`src/rtl/seq_ctr_pkg.sv`:
```
`timescale 1ns/1ps
package seq_ctr_pkg;
    localparam int CODE_W = 3;

    typedef enum logic [CODE_W-1:0] {
        CODE_ZERO  = 3'd0,
        CODE_ONE   = 3'd1,
        CODE_SKIP2 = 3'd2,
        CODE_THREE = 3'd3,
        CODE_FOUR  = 3'd4,
        CODE_FIVE  = 3'd5,
        CODE_SKIP6 = 3'd6,
        CODE_SEVEN = 3'd7
    } seq_code_e;

    // Successor as a table; used only by checks, not by the datapath.
    function automatic logic [CODE_W-1:0] seq_next(input logic [CODE_W-1:0] c);
        logic [CODE_W-1:0] n;
        unique case (c)
            3'd0:    n = 3'd1;
            3'd1:    n = 3'd3;
            3'd2:    n = 3'd7;
            3'd3:    n = 3'd4;
            3'd4:    n = 3'd5;
            3'd5:    n = 3'd7;
            3'd6:    n = 3'd3;
            default: n = 3'd0;
        endcase
        return n;
    endfunction
endpackage

```
`src/rtl/seq_ctr_toggle_logic.sv`:
```
`timescale 1ns/1ps
module seq_ctr_toggle_logic
    import seq_ctr_pkg::*;
(
    input  logic              clk,
    input  logic              rst,
    input  logic              en,
    input  logic [CODE_W-1:0] q,
    output logic [CODE_W-1:0] t
);
    logic [CODE_W-1:0] t_raw;

    // Minimized toggle equations of the present state.
    always_comb begin
        t_raw[2] = q[1];
        t_raw[1] = q[0];
        t_raw[0] = q[1] | ~q[0];
    end

    assign t = en ? t_raw : '0;

    // a disabled cycle presents no toggle request.
    a_r7_no_toggle_idle: assert property (@(posedge clk) disable iff (rst)
        !en |-> (t == '0));

    // at most the low bit toggles when the middle and low bits are both 0.
    a_r8_low_start: assert property (@(posedge clk) disable iff (rst)
        (en && q[1:0] == 2'b00) |-> (t == 3'b001));
endmodule

```
`src/rtl/seq_ctr_tff_bank.sv`:
```
`timescale 1ns/1ps
module seq_ctr_tff_bank
    import seq_ctr_pkg::*;
#(
    parameter logic [CODE_W-1:0] RESET_CODE = '0
) (
    input  logic              clk,
    input  logic              rst,
    input  logic [CODE_W-1:0] t,
    output logic [CODE_W-1:0] q
);
    for (genvar b = 0; b < CODE_W; b++) begin : g_bit
        logic q_r;
        always_ff @(posedge clk) begin
            if (rst)       q_r <= RESET_CODE[b];
            else if (t[b]) q_r <= ~q_r;
        end
        assign q[b] = q_r;
    end

    // A cleared toggle input leaves the bank unchanged.
    a_r2_bank_hold: assert property (@(posedge clk) disable iff (rst)
        (t == '0) |=> $stable(q));
endmodule

```
`src/rtl/skip_seq_counter.sv`:
```
`timescale 1ns/1ps
module skip_seq_counter
    import seq_ctr_pkg::*;
#(
    parameter logic [2:0] RESET_CODE = 3'd0
) (
    input  logic       clk,
    input  logic       rst,
    input  logic       en,
    output logic [2:0] count,
    output logic       wrap
);
    logic [CODE_W-1:0] toggles;
    logic [CODE_W-1:0] state_q;
    seq_code_e         state;

    seq_ctr_toggle_logic u_tlogic (
        .clk (clk),
        .rst (rst),
        .en  (en),
        .q   (state_q),
        .t   (toggles)
    );

    seq_ctr_tff_bank #(.RESET_CODE(RESET_CODE)) u_bank (
        .clk (clk),
        .rst (rst),
        .t   (toggles),
        .q   (state_q)
    );

    assign state = seq_code_e'(state_q);
    assign count = state_q;

    // Output process: the wrap flag is decoded from the named state.
    always_comb begin
        unique case (state)
            CODE_SEVEN: wrap = en;
            CODE_ZERO, CODE_ONE, CODE_THREE, CODE_FOUR, CODE_FIVE,
            CODE_SKIP2, CODE_SKIP6: wrap = 1'b0;
            default: wrap = 1'b0;
        endcase
    end

    a_r1_step: assert property (@(posedge clk) disable iff (rst)
        en |=> (count == seq_next($past(count))));

    a_r2_hold: assert property (@(posedge clk) disable iff (rst)
        !en |=> $stable(count));

    a_r3_reset_load: assert property (@(posedge clk)
        rst |=> (count == RESET_CODE));

    a_r4_skip2_recover: assert property (@(posedge clk) disable iff (rst)
        (en && count == 3'd2) |=> (count == 3'd7));

    a_r5_skip6_recover: assert property (@(posedge clk) disable iff (rst)
        (en && count == 3'd6) |=> (count == 3'd3));

    a_r6_wrap_to_zero: assert property (@(posedge clk) disable iff (rst)
        wrap |=> (count == 3'd0));
endmodule

```
`config.mk`:
```
export PLATFORM = sky130hd
export DESIGN_NAME = skip_seq_counter
export DESIGN_NICKNAME = d
export VERILOG_FILES = /design/src/rtl/seq_ctr_pkg.sv /design/src/rtl/seq_ctr_toggle_logic.sv /design/src/rtl/seq_ctr_tff_bank.sv /design/src/rtl/skip_seq_counter.sv
export SDC_FILE = /design/constraint.sdc
export NUM_CORES = 1
export LEC_CHECK = 0
export BUFFER_PORTS_ARGS = -buffer_cell sky130_fd_sc_hd__buf_2
export CAP_MARGIN = 20
export CELL_PAD_IN_SITES_DETAIL_PLACEMENT = 0
export CELL_PAD_IN_SITES_GLOBAL_PLACEMENT = 1
export CORE_AREA = 3 3 40 42
export DETAILED_ROUTE_END_ITERATION = 8
export DIE_AREA = 0 0 43 45
export GPL_TIMING_DRIVEN = 0
export PLACE_DENSITY = 0.44
export SLEW_MARGIN = 0
export SYNTH_ARGS = -nofsm -noshare
export SYNTH_HDL_FRONTEND = slang
export SYNTH_HIERARCHICAL = 1
export SYNTH_SLANG_ARGS = --single-unit
```
`constraint.sdc`:
```
create_clock -name clk -period 1.07 [get_ports clk]
set_clock_uncertainty 0.2 [all_clocks]
set_input_delay 0.214 -clock clk [delete_from_list [all_inputs] [get_ports clk]]
set_output_delay 0.214 -clock clk [all_outputs]
set_load 0.005 [all_outputs]
```
; ---- Word level (Yosys, flattened, before mapping)
; Index checks and enable logic that the tools add are counted.
[word_totals]
regBits = 3
word_cells = 18
[classes]
n_reduce_logical = 2
n_mux = 2
bitwise_logic = 4
n_eq_ne = 7
[ops]
columns = operator, n
row1 = equality test 3 bit (second input constant), 4
row2 = OR reduction 7 bit, 1
row3 = equality test 3 x 2 -> 1 bit (second input constant), 2
row4 = equality test 3 x 1 -> 1 bit (second input constant), 1
row5 = logical NOT 3 bit, 1
row6 = two-way mux 3 bit, 1
row7 = NOT 1 bit, 3
row8 = case mux 1 bit (2 select lines), 1
row9 = bitwise OR 1 bit, 1

; ---- Longest topological paths before layout
; Gate-level depths: netlist of run 1.
[depth]
word_depth = 3
ltp_mapped = 5
mapped_depth_nobuf = 4

; ---- By module
; The synthesis of run 1 kept the hierarchy.
[by_module_without_submodules]
columns = module, cells_each, seq_area_each_um2, n_inst, area_each_um2
row1 = seq_ctr_tff_bank, 12, 60.1, 1, 120.1
row2 = seq_ctr_toggle_logic, 4, 0.0, 1, 25.0
row3 = skip_seq_counter, 1, 0.0, 1, 8.8

; ---- Least setup slack after synthesis of run 1
; OpenSTA, ideal clock, no wires.
[synth_path]
path_kind = reg2reg
from = register u_bank.g_bit[1].q_r
to = register u_bank.g_bit[0].q_r
path_stages_with_launch = 6
arrival_time_ns = 0.789
path_buffers = 1
period_less_slack_ns = 1.104
setup_ns = 0.115
slack_ns = -0.034
cell_sequence = dfxtp_1 > buf_4 > inv_1 > a21boi_1 > xnor2_1 > nor2_1
[synth_between]
elab_chain_len = 2
[synth_rtl]
columns = element, line_no
row1 = start: declaration, seq_ctr_tff_bank.sv:13  ; logic q_r;
row2 = start signal: assignment, seq_ctr_tff_bank.sv:15  ; if (rst) q_r <= RESET_CODE[b];
row3 = start signal: assignment, seq_ctr_tff_bank.sv:16  ; else if (t[b]) q_r <= ~q_r;
row4 = bitwise OR 1 bit, seq_ctr_toggle_logic.sv:17  ; t_raw[0] = q[1] | ~q[0];
row5 = two-way mux 3 bit, seq_ctr_toggle_logic.sv:20  ; assign t = en ? t_raw : '0;
row6 = net toggles[0], skip_seq_counter.sv:13  ; logic [CODE_W-1:0] toggles;
row7 = end signal: assignment, seq_ctr_tff_bank.sv:15
row8 = end signal: assignment, seq_ctr_tff_bank.sv:16
row9 = end: declaration, seq_ctr_tff_bank.sv:13
; The timed path passes the listed nets, and every way through them passes these cells.
; A chain may end at the register's enable or synchronous reset.

; ---- Worst setup path in the final report of run 1
[layout_path]
from = register u_bank.g_bit[1].q_r
to = output wrap
[layout_between]
elab_chain_len = 3
elab_cells_between_ends = 10
cone_classes = 7 x eq/ne / 1 x mux / 2 x reduce/logical
[layout_rtl]
columns = element, line_no
row1 = "equality test 3 x 1 -> 1 bit, or another cell as far along", skip_seq_counter.sv:37  ; unique case (state)
row2 = OR reduction 7 bit, skip_seq_counter.sv:37
row3 = case mux 1 bit (2 select lines) *, skip_seq_counter.sv:37
row4 = end: declaration, skip_seq_counter.sv:11  ; output logic wrap
; Every way passes the cells marked *; elsewhere a longest branch is shown, timed or not.

==> impl_results.md, run 1 <==
* Critical-path cell list: and4_1 > buf_2
* Number of global-route vias before repair at 137
* Routed WL at 380 um
* Routed WL per cell at 8.44 um
* Synth top area share at 39.0%
* GRT Total Usage at 3.83%
* Cell Pwr Density at 1620 nW/um^2
* Biggest register: u_bank/g_bit.q_r
* Synth warn at 6
* First-pass GRT wire length at 489 um
* Clock period minus final worst setup slack at 1250 ps
* Crit end category: output port
* CTS tree: built
* # DRC at 0
* Cell Area, Placed at 209 um^2
* Final-report setup violation count at 6
* Slowest-stage cell, CP: dfxtp_4
* Worst Path Max Fanout at 4
* DIE AREA at 1940 um^2
* Total grt overflow at 0
* Finished Core Util at 23.0%
* DR vias at 148
* Endpoints failing hold at 0
* Top post-synthesis cells by area: dfxtp_1, xnor2_1, buf_4, nor2_1, and4_1
* Drt pass-1 iters at 2
* Worst Hold Depth at 4
* Reg2Reg Depth at 4
* Inserted Clock Buffers at 3
* Distinct cell type count after synthesis at 9
* Mapped Avg Cell Area at 9.05 um^2
* Core area at 1280 um^2
* Cell Count Post-Placement at 38
* IO Pins at 7
* H-Tree Depth at 1
* Layout cell share with drive strength beyond 1 at 73.3%
* Final ANT Viol Nets at 0
* Status: complete, but fails checks
* Largest net degree at the start of global routing at 6
* Fill cells at 148
* Initial antenna violation count at 0
* Max reg flops at 3
* Top Registers: u_bank/g_bit.q_r x3
* Post-synth top flop: dfxtp_1
* Critical path arrival at 840 ps
* Hold WC Path Type: in2reg
* Die Wd at 43 um
* Worst EP required at 660 ps
* Upper clock frequency limit at 0.798 GHz
* Crit path launch type: register
* Starting Density at 12.0%
* Post-synth EDFFs at 0
* First DRT Iteration DRCs at 1
* Final std cells w/o fill at 45
* GPL Wtd Cong at 0.674
* Setup_tns at -568 ps
* Async set-reset flop share out of synthesis at 0%
* Maxcap violations at 0
* Worst skew pair latency at 230 ps
* Violated checks: negative setup slack
* Top post-synthesis cells by count: buf_4, dfxtp_1, nor2_1, xnor2_1
* CTS sink cnt at 3
* Clk Tree Root Cell: clkbuf_4
* Pre-CTS WS at -72.0 ps
* Final number of max-transition violations at 0
* Num rows at 13
* Largest area contributor in the netlist: dfxtp_1
* Final setup margin at -183 ps
* Tot Pwr at 0.479 mW
* Net count after synthesis at 20
* Ant. Diodes at 0
* Synth Register Bits at 3
* Area Overhead vs Synth at 91.9%
* Final nets at 34
* Final hold slack at 194 ps
* Clk slew on worst S/H paths at 40 ps
* Clock tree buffer depth at 2
* Chip height at 45 um
* Sequential area share after synthesis at 39.0%
* Post-synthesis cell count at 17
* RSZ-0062 raised after global routing: true
* Crit path kind: reg2out
* Port bufs at 6
* Max stage delay on crit path at 350 ps
* Period utilisation layout at 117%
* Vias per cell at 3.29
* Final Cell Area at 295 um^2
* Worst slew margin at 91.1%
* Peak supply drop at 0.457 mV
* Worst Max-Slew Pin Slew at 132 ps
* Synthesized area at 154 um^2
* Leakage Power at 0.133 nW
[final cells by class]
| class | instances | area [um^2] | share of cell area [%] |
|---|---|---|---|
| clock buffers | 4 | 26.3 | 8.90 |
| inverters | 1 | 3.75 | 1.27 |
| multi-input cells | 10 | 90.1 | 30.5 |
| flip-flops and latches | 3 | 66.3 | 22.5 |
| well taps | 15 | 18.8 | 6.36 |
| repair buffers | 12 | 90.1 | 30.5 |
[cell families after synthesis]
group | Yosys count | synth area share [%]
AOI/OAI and AO/OA | 1 | 4.88
and+or+nand+nor | 6 | 22.0
buffers and inverters | 4 | 17.1
xor gates and xnor gates | 3 | 17.1
DFF | 3 | 39.0
[routing by layer]
metal / vias to the layer above / GRT usage [%] / wire length (um)
met5: - / 0 / 0
met1: 65 / 3.61 / 170
li1: 76 / - / -
met4: 0 / 5.42 / 0
met3: 0 / 2.79 / 47
met2: 7 / 4.49 / 162
[layout by cell type, fill, tap and decap left out, drive strengths merged]
cell type    instances
clkbuf               4
dfxtp                3
and4                 1
dlygate4sd3          1
and2                 2
inv                  1
buf                 11
a21boi               1
xnor2                3
nor2                 3
[worst max-delay path, delay by kind of cell (launching register included)]
kind | cells | cell delay (ps)
flip-flops | 1 | 350
buffers and inverters | 1 | 100
AND/OR/NAND/NOR | 1 | 160
[timing repair]
action	in CTS	in global routing
pin swaps	3	4
setup buffers	4	1
endpoints found under the setup margin	7	6
resized for setup	5	5
hold buffers	1	0
endpoints found under the hold margin	3	0
[worst paths after layout]
check	startpoint	slack, ps	to
worst max-delay path	u_bank/g_bit[1].q_r	-180	wrap
worst min-delay path	en	190	u_bank/g_bit[2].q_r
worst max register to register	u_bank/g_bit[0].q_r	-60	u_bank/g_bit[1].q_r
worst min register to register	u_bank/g_bit[0].q_r	390	u_bank/g_bit[0].q_r
[where the power goes]
group          switching (mW)  internal [mW]
Sequential             0.0114          0.130
Combinational          0.0480         0.0935
Clock                  0.0562          0.140
Total                   0.116          0.363
No activity file was read; power rests on OpenSTA's default activity.
==> run 2, diff against run 1 <==
==> constraint.sdc (replaced) <==
create_clock -name clk -period 1.07 [get_ports clk]
set_clock_uncertainty 0.2 [all_clocks]
set_input_delay 0.214 -clock clk [delete_from_list [all_inputs] [get_ports clk]]
set_output_delay 0.214 -clock clk [all_outputs]
set_load 0.02 [all_outputs]
==> run 2 against run 1 <==
The run still ends with negative setup slack left. Register-to-register slack better by 30 ps. Maximum frequency is 5.2% lower. Global-route usage increased by 0.92 points. Final cell count is 4.4% higher. Worst hold slack gained 3.8 ps. First-iteration DRC count up 100%.
==> impl_results.md, run 2 (synthesis gave the netlist of run 1 again) <==
* DR WL met3 at 44 um (-6.4%)
* Peak supply drop at 0.600 mV (+31%)
* Period utilisation layout at 123% (+6.4 points)
* CTS sink cnt at 3 (unchanged)
* Biggest register: u_bank/g_bit.q_r
* Hold Path Origin: en
* First DRT Iteration DRCs at 2 (+1)
* Initial antenna violation count at 0 (unchanged)
* Worst Max-Slew Pin Slew at 145 ps (+13.0 ps)
* Total grt overflow at 0 (unchanged)
* Final number of max-transition violations at 0 (unchanged)
* Critical path arrival at 910 ps (+70 ps)
* Violated checks: negative setup slack
* Top Registers: u_bank/g_bit.q_r x3
* Vias per cell at 3.34 (+1.6%)
* Final-report setup violation count at 5 (-1)
* GPL Wtd Cong at 0.658 (-2.3%)
* Largest net degree at the start of global routing at 6 (unchanged)
* Starting Density at 12.0% (unchanged)
* Crit path launch type: register
* Die Wd at 43 um (unchanged)
* H-Tree Depth at 1 (unchanged)
* Number of global-route vias before repair at 163 (+19%)
* Wire length on met1 at 180 um (+5.9%)
* Routed length on met2 at 154 um (-4.9%)
* Crit end category: output port
* RSZ-0062 raised after global routing: true
* Highest routed metal layer: met3
* Routed WL per cell at 8.06 um (-4.5%)
* Maxcap violations at 0 (unchanged)
* Chip height at 45 um (unchanged)
* P_int at 0.377 mW (+3.7%)
* Crit path kind: reg2out
* # DRC at 0 (unchanged)
* Reg power frac at 28.6% (-0.9 points)
* Total net switching power at 0.135 mW (+17%)
* CTS tree: built
* Commonest non-fill, non-tap cell in the layout: buf_6
* Worst EP required at 660 ps (about the same)
* Cell Area, Placed at 220 um^2 (+5.4%)
* Layout cell share with drive strength beyond 1 at 75.0% (+1.7 points)
* Most frequent cells in the layout: buf_6, buf_4, clkbuf_4, nor2_1
* Clock period minus final worst setup slack at 1320 ps (+68.2 ps)
* IO Pins at 7 (unchanged)
* Max reg flops at 3 (unchanged)
* Routed WL at 379 um (-0.26%)
* Final nets at 36 (+5.9%)
* Clock tree buffer depth at 2 (unchanged)
* CP startpoint: u_bank/g_bit[0].q_r
* GRT Total Usage at 4.74% (+0.92 points)
* Area Overhead vs Synth at 110%
* Clk Tree Root Cell: clkbuf_4
* Final ANT Viol Nets at 0 (unchanged)
* Hold WC Path Type: in2reg
* Core area at 1280 um^2 (unchanged)
* Cell Pwr Density at 1590 nW/um^2 (-2.2%)
* Drt pass-1 iters at 2 (unchanged)
* Status: complete, but fails checks
* Worst slew margin at 90.2% (-0.89 points)
* Final Cell Area at 323 um^2 (+9.3%)
* Sw frac at 26.4% (+2.3 points)
* Ant. Diodes at 0 (unchanged)
* Leakage Power at 0.143 nW (+7.7%)
* Num rows at 13 (unchanged)
* Inserted Clock Buffers at 3 (unchanged)
* Combinational Power Share at 32.9% (+3.3 points)
* Upper clock frequency limit at 0.757 GHz (-5.2%)
* Worst skew pair latency at 230 ps (about the same)
* Port bufs at 6 (unchanged)
* DIE AREA at 1940 um^2 (unchanged)
* Clk slew on worst S/H paths at 40 ps (about the same)
* Finished Core Util at 25.1% (+2.1 points)
* DR vias at 157 (+6.1%)
* Endpoints failing hold at 0 (unchanged)
* Worst Path Max Fanout at 5 (+1)
* Clock power share at 38.5% (-2.4 points)
* Final setup margin at -251 ps (-68.2 ps)
* First-pass GRT wire length at 600 um (+23%)
* R2r startpoint: u_bank/g_bit[0].q_r
==> run 2: changes by cell type in the layout (fill, tap and decap cells not counted), sizes merged <==
| cell | change |
|---|---|
| buf | +2 |
==> run 2: worst max-delay path: stages (launching register included) <==
cell and delay, ps:
dfxtp_4 350, and4_4 210, buf_6 110
==> run 2: final cells by class <==
type / count / area, um^2
Multi-Input combinational cell: 10 / 82.6
Sequential cell: 3 / 66.3
Timing Repair Buffer: 14 / 125
Fill cell: 135 / 962
Clock buffer: 4 / 26.3
Tap cell: 15 / 18.8
Inverter: 1 / 3.75
==> run 2: per-stage QoR <==
stage	TNS (ps)	power, mW	worst slack [ps]	hold slack (ps)	std cells
after floorplan	-89.3	0.231	-38.5	79.0	17
after global placement	-202	0.258	-110	207	38
after detailed placement	-193	0.257	-114	210	38
after CTS	-1040	0.506	-312	193	45
after global routing	-884	0.548	-277	193	47
final	-707	0.512	-251	197	47
==> run 2: timing repair <==
item                       in CTS  in global routing
resized for setup              13                  2
hold buffers                    1                  0
pin swaps                       5                  3
hold endpoints to repair        3                  0
setup endpoints to repair       7                  6
gates cloned                    0                  0
setup buffers                   4                  3
==> run 2: path summary, 6_finish.rpt <==
| kind | to | slack (ps) | cells after the start |
|---|---|---|---|
| worst min register to register | u_bank/g_bit[0].q_r | 420 | 3 |
| worst max-delay path | wrap | -250 | 2 |
| worst min-delay path | u_bank/g_bit[2].q_r | 200 | 4 |
| worst max register to register | u_bank/g_bit[0].q_r | -30 | 4 |
==> run 2: power by group through the flow <==
stage / clock network [mW] / registers, mW / logic (mW)
final: 0.197 / 0.146 / 0.168
after floorplan: 0 / 0.142 / 0.0893
after CTS: 0.211 / 0.148 / 0.147
after global routing: 0.222 / 0.148 / 0.178
after detailed placement: 0 / 0.143 / 0.114
after global placement: 0 / 0.143 / 0.115
==> run 2: routing by layer <==
| metal | GRT usage [%] | vias to the layer above |
|---|---|---|
| met1 | 4.33 | 69 |
| met4 | 7.23 | 0 |
| li1 | - | 81 |
| met5 | 0 | - |
| met3 | 2.79 | 0 |
| met2 | 5.99 | 7 |
==> run 3, diff against run 2 <==
- SKIP_CTS_REPAIR_TIMING: not set -> 1
==> run 3 against run 2 <==
The run still ends with negative setup slack left. Core utilization fell by 1.5 points. Count of clock-buffer cells in the layout did not move. Sequential share of layout area rose by 0.45 points. Setup slack got worse by 70 ps. Non-clock buffer count fell by 1. Worst hold slack got worse by 8.7 ps. Sequential cell count did not move. Global-route usage fell by 0.84 points.
==> impl_results.md, run 3 (synthesis gave the netlist of run 1 again) <==
* Status: complete, but fails checks
* Violated checks: negative setup slack
* Most frequent cells in the layout: buf_6, buf_4
* Final setup margin at -321 ps (-70.0 ps)
* Final nets at 35 (-2.8%)
* Total grt overflow at 0 (unchanged)
* Routed WL at 312 um (-18%)
* Port bufs at 6 (unchanged)
* Top Registers: u_bank/g_bit.q_r x3
* Final std cells w/o fill at 46 (-2.1%)
* Fill cells at 139 (+3.0%)
* Max reg flops at 3 (unchanged)
* Core area at 1280 um^2 (unchanged)
* Crit end category: output port
* H-Tree Depth at 1 (unchanged)
* Starting Density at 12.0% (unchanged)
* Final ANT Viol Nets at 0 (unchanged)
* Clock power share at 39.4% (+0.9 points)
* Inserted Clock Buffers at 3 (unchanged)
* RSZ-0062 raised after global routing: true
* Area Overhead vs Synth at 97.6%
* Final-report setup violation count at 7 (+2)
* P_int at 0.370 mW (-1.8%)
* Die Wd at 43 um (unchanged)
* Total net switching power at 0.130 mW (-3.7%)
* First-pass GRT wire length at 469 um (-22%)
* Period utilisation layout at 130% (+6.5 points)
* Chip height at 45 um (unchanged)
* Worst Path Max Fanout at 4 (-1)
* Storage cell area at 63.8 um^2 (-3.8%)
* DIE AREA at 1940 um^2 (unchanged)
* Final number of max-transition violations at 0 (unchanged)
* Worst EP required at 660 ps (about the same)
* # DRC at 0 (unchanged)
* Commonest non-fill, non-tap cell in the layout: buf_6
* CTS sink cnt at 3 (unchanged)
* Clk Tree Root Cell: clkbuf_4
* Biggest register: u_bank/g_bit.q_r
* Worst slew margin at 90.6% (+0.40 points)
* Drt pass-1 iters at 2 (unchanged)
* Upper clock frequency limit at 0.719 GHz (-5.0%)
* Multi-input logic area at 73.8 um^2 (-11%)
* Maxcap violations at 0 (unchanged)
* DR vias at 147 (-6.4%)
* Initial antenna violation count at 0 (unchanged)
* Clock tree buffer depth at 2 (unchanged)
* Clock period minus final worst setup slack at 1390 ps (+70.0 ps)
* IO Pins at 7 (unchanged)
* Pre-CTS WS at -114 ps (unchanged)
* Crit path launch type: register
* Reg power frac at 28.2% (-0.4 points)
* CTS tree: built
* GRT Total Usage at 3.91% (-0.84 points)
* Peak supply drop at 0.648 mV (+7.9%)
* Layout cell share with drive strength beyond 1 at 67.7% (-7.3 points)
* Clk slew on worst S/H paths at 40 ps (about the same)
* Cell Pwr Density at 1640 nW/um^2 (+3.7%)
* Number of global-route vias before repair at 130 (-20%)
* Worst skew pair latency at 230 ps (about the same)
* Combinational Power Share at 32.3% (-0.6 points)
* Largest net degree at the start of global routing at 5 (-1)
* Leakage Power at 0.136 nW (-5.3%)
* Critical path arrival at 980 ps (+70 ps)
* GPL Wtd Cong at 0.658 (unchanged)
* First DRT Iteration DRCs at 1 (-1)
* Routed WL per cell at 6.78 um (-16%)
* Num rows at 13 (unchanged)
* Vias per cell at 3.20 (-4.3%)
* Ant. Diodes at 0 (unchanged)
* Worst Max-Slew Pin Slew at 139 ps (-5.96 ps)
* Endpoints failing hold at 0 (unchanged)
* Cell Count Post-Placement at 38 (unchanged)
* Sw frac at 26.0% (-0.38 points)
* Hold WC Path Type: in2reg
* Crit path kind: reg2out
-- run 3: changes by cell type in the layout (fill, tap and decap cells not counted), sizes merged --
cell  before  now
buf       13   12
-- run 3: through the flow --
step                hold WS [ps]  util [%]  TNS [ps]  cell area, um^2  power, mW
floorplan                   79.0         -     -89.3              171      0.231
global placement             207      17.1      -202              220      0.258
detailed placement           210      17.1      -193              220      0.257
CTS                        -39.7      19.2      -986              246      0.467
global route                 188      23.7     -1340              304      0.537
finish                       189      23.7     -1130              304      0.500
-- run 3: layer usage --
layer | part of all wire [%] | vias up | global-route usage (%)
met5 | 0 | - | 0
met4 | 0 | 0 | 7.23
met3 | 15 | 0 | 3.19
met2 | 39 | 7 | 3.59
met1 | 46 | 61 | 3.60
li1 | - | 79 | -
-- run 3: power by group through the flow --
stage | clock network (mW) | logic [mW] | registers (mW)
6_report | 0.197 | 0.162 | 0.141
5_1_grt | 0.222 | 0.173 | 0.142
4_1_cts | 0.211 | 0.115 | 0.141
3_5_place_dp | 0 | 0.114 | 0.143
3_3_place_gp | 0 | 0.115 | 0.143
2_1_floorplan | 0 | 0.0893 | 0.142
-- run 3: area by class of cell --
type,count,area share (%)
Timing Repair Buffer,10,27.6
Multi-Input combinational cell,10,24.3
Sequential cell,3,21.0
Buffer,3,11.1
Clock buffer,4,8.64
Tap cell,15,6.17
Inverter,1,1.23
-- run 3: worst paths after layout --
path | startpoint | end | slack [ps] | depth (start not counted)
hold / removal | en | u_bank/g_bit[2].q_r | 190 | 4
setup reg to reg | u_bank/g_bit[0].q_r | u_bank/g_bit[0].q_r | -90 | 5
setup / recovery | u_bank/g_bit[0].q_r | wrap | -320 | 3
hold reg to reg | u_bank/g_bit[2].q_r | u_bank/g_bit[2].q_r | 310 | 2
-- run 3: worst max-delay path, stage by stage, from the launching register on --
cell and delay (ps):
dfxtp_2 330, buf_6 100, and4_4 210, buf_6 110
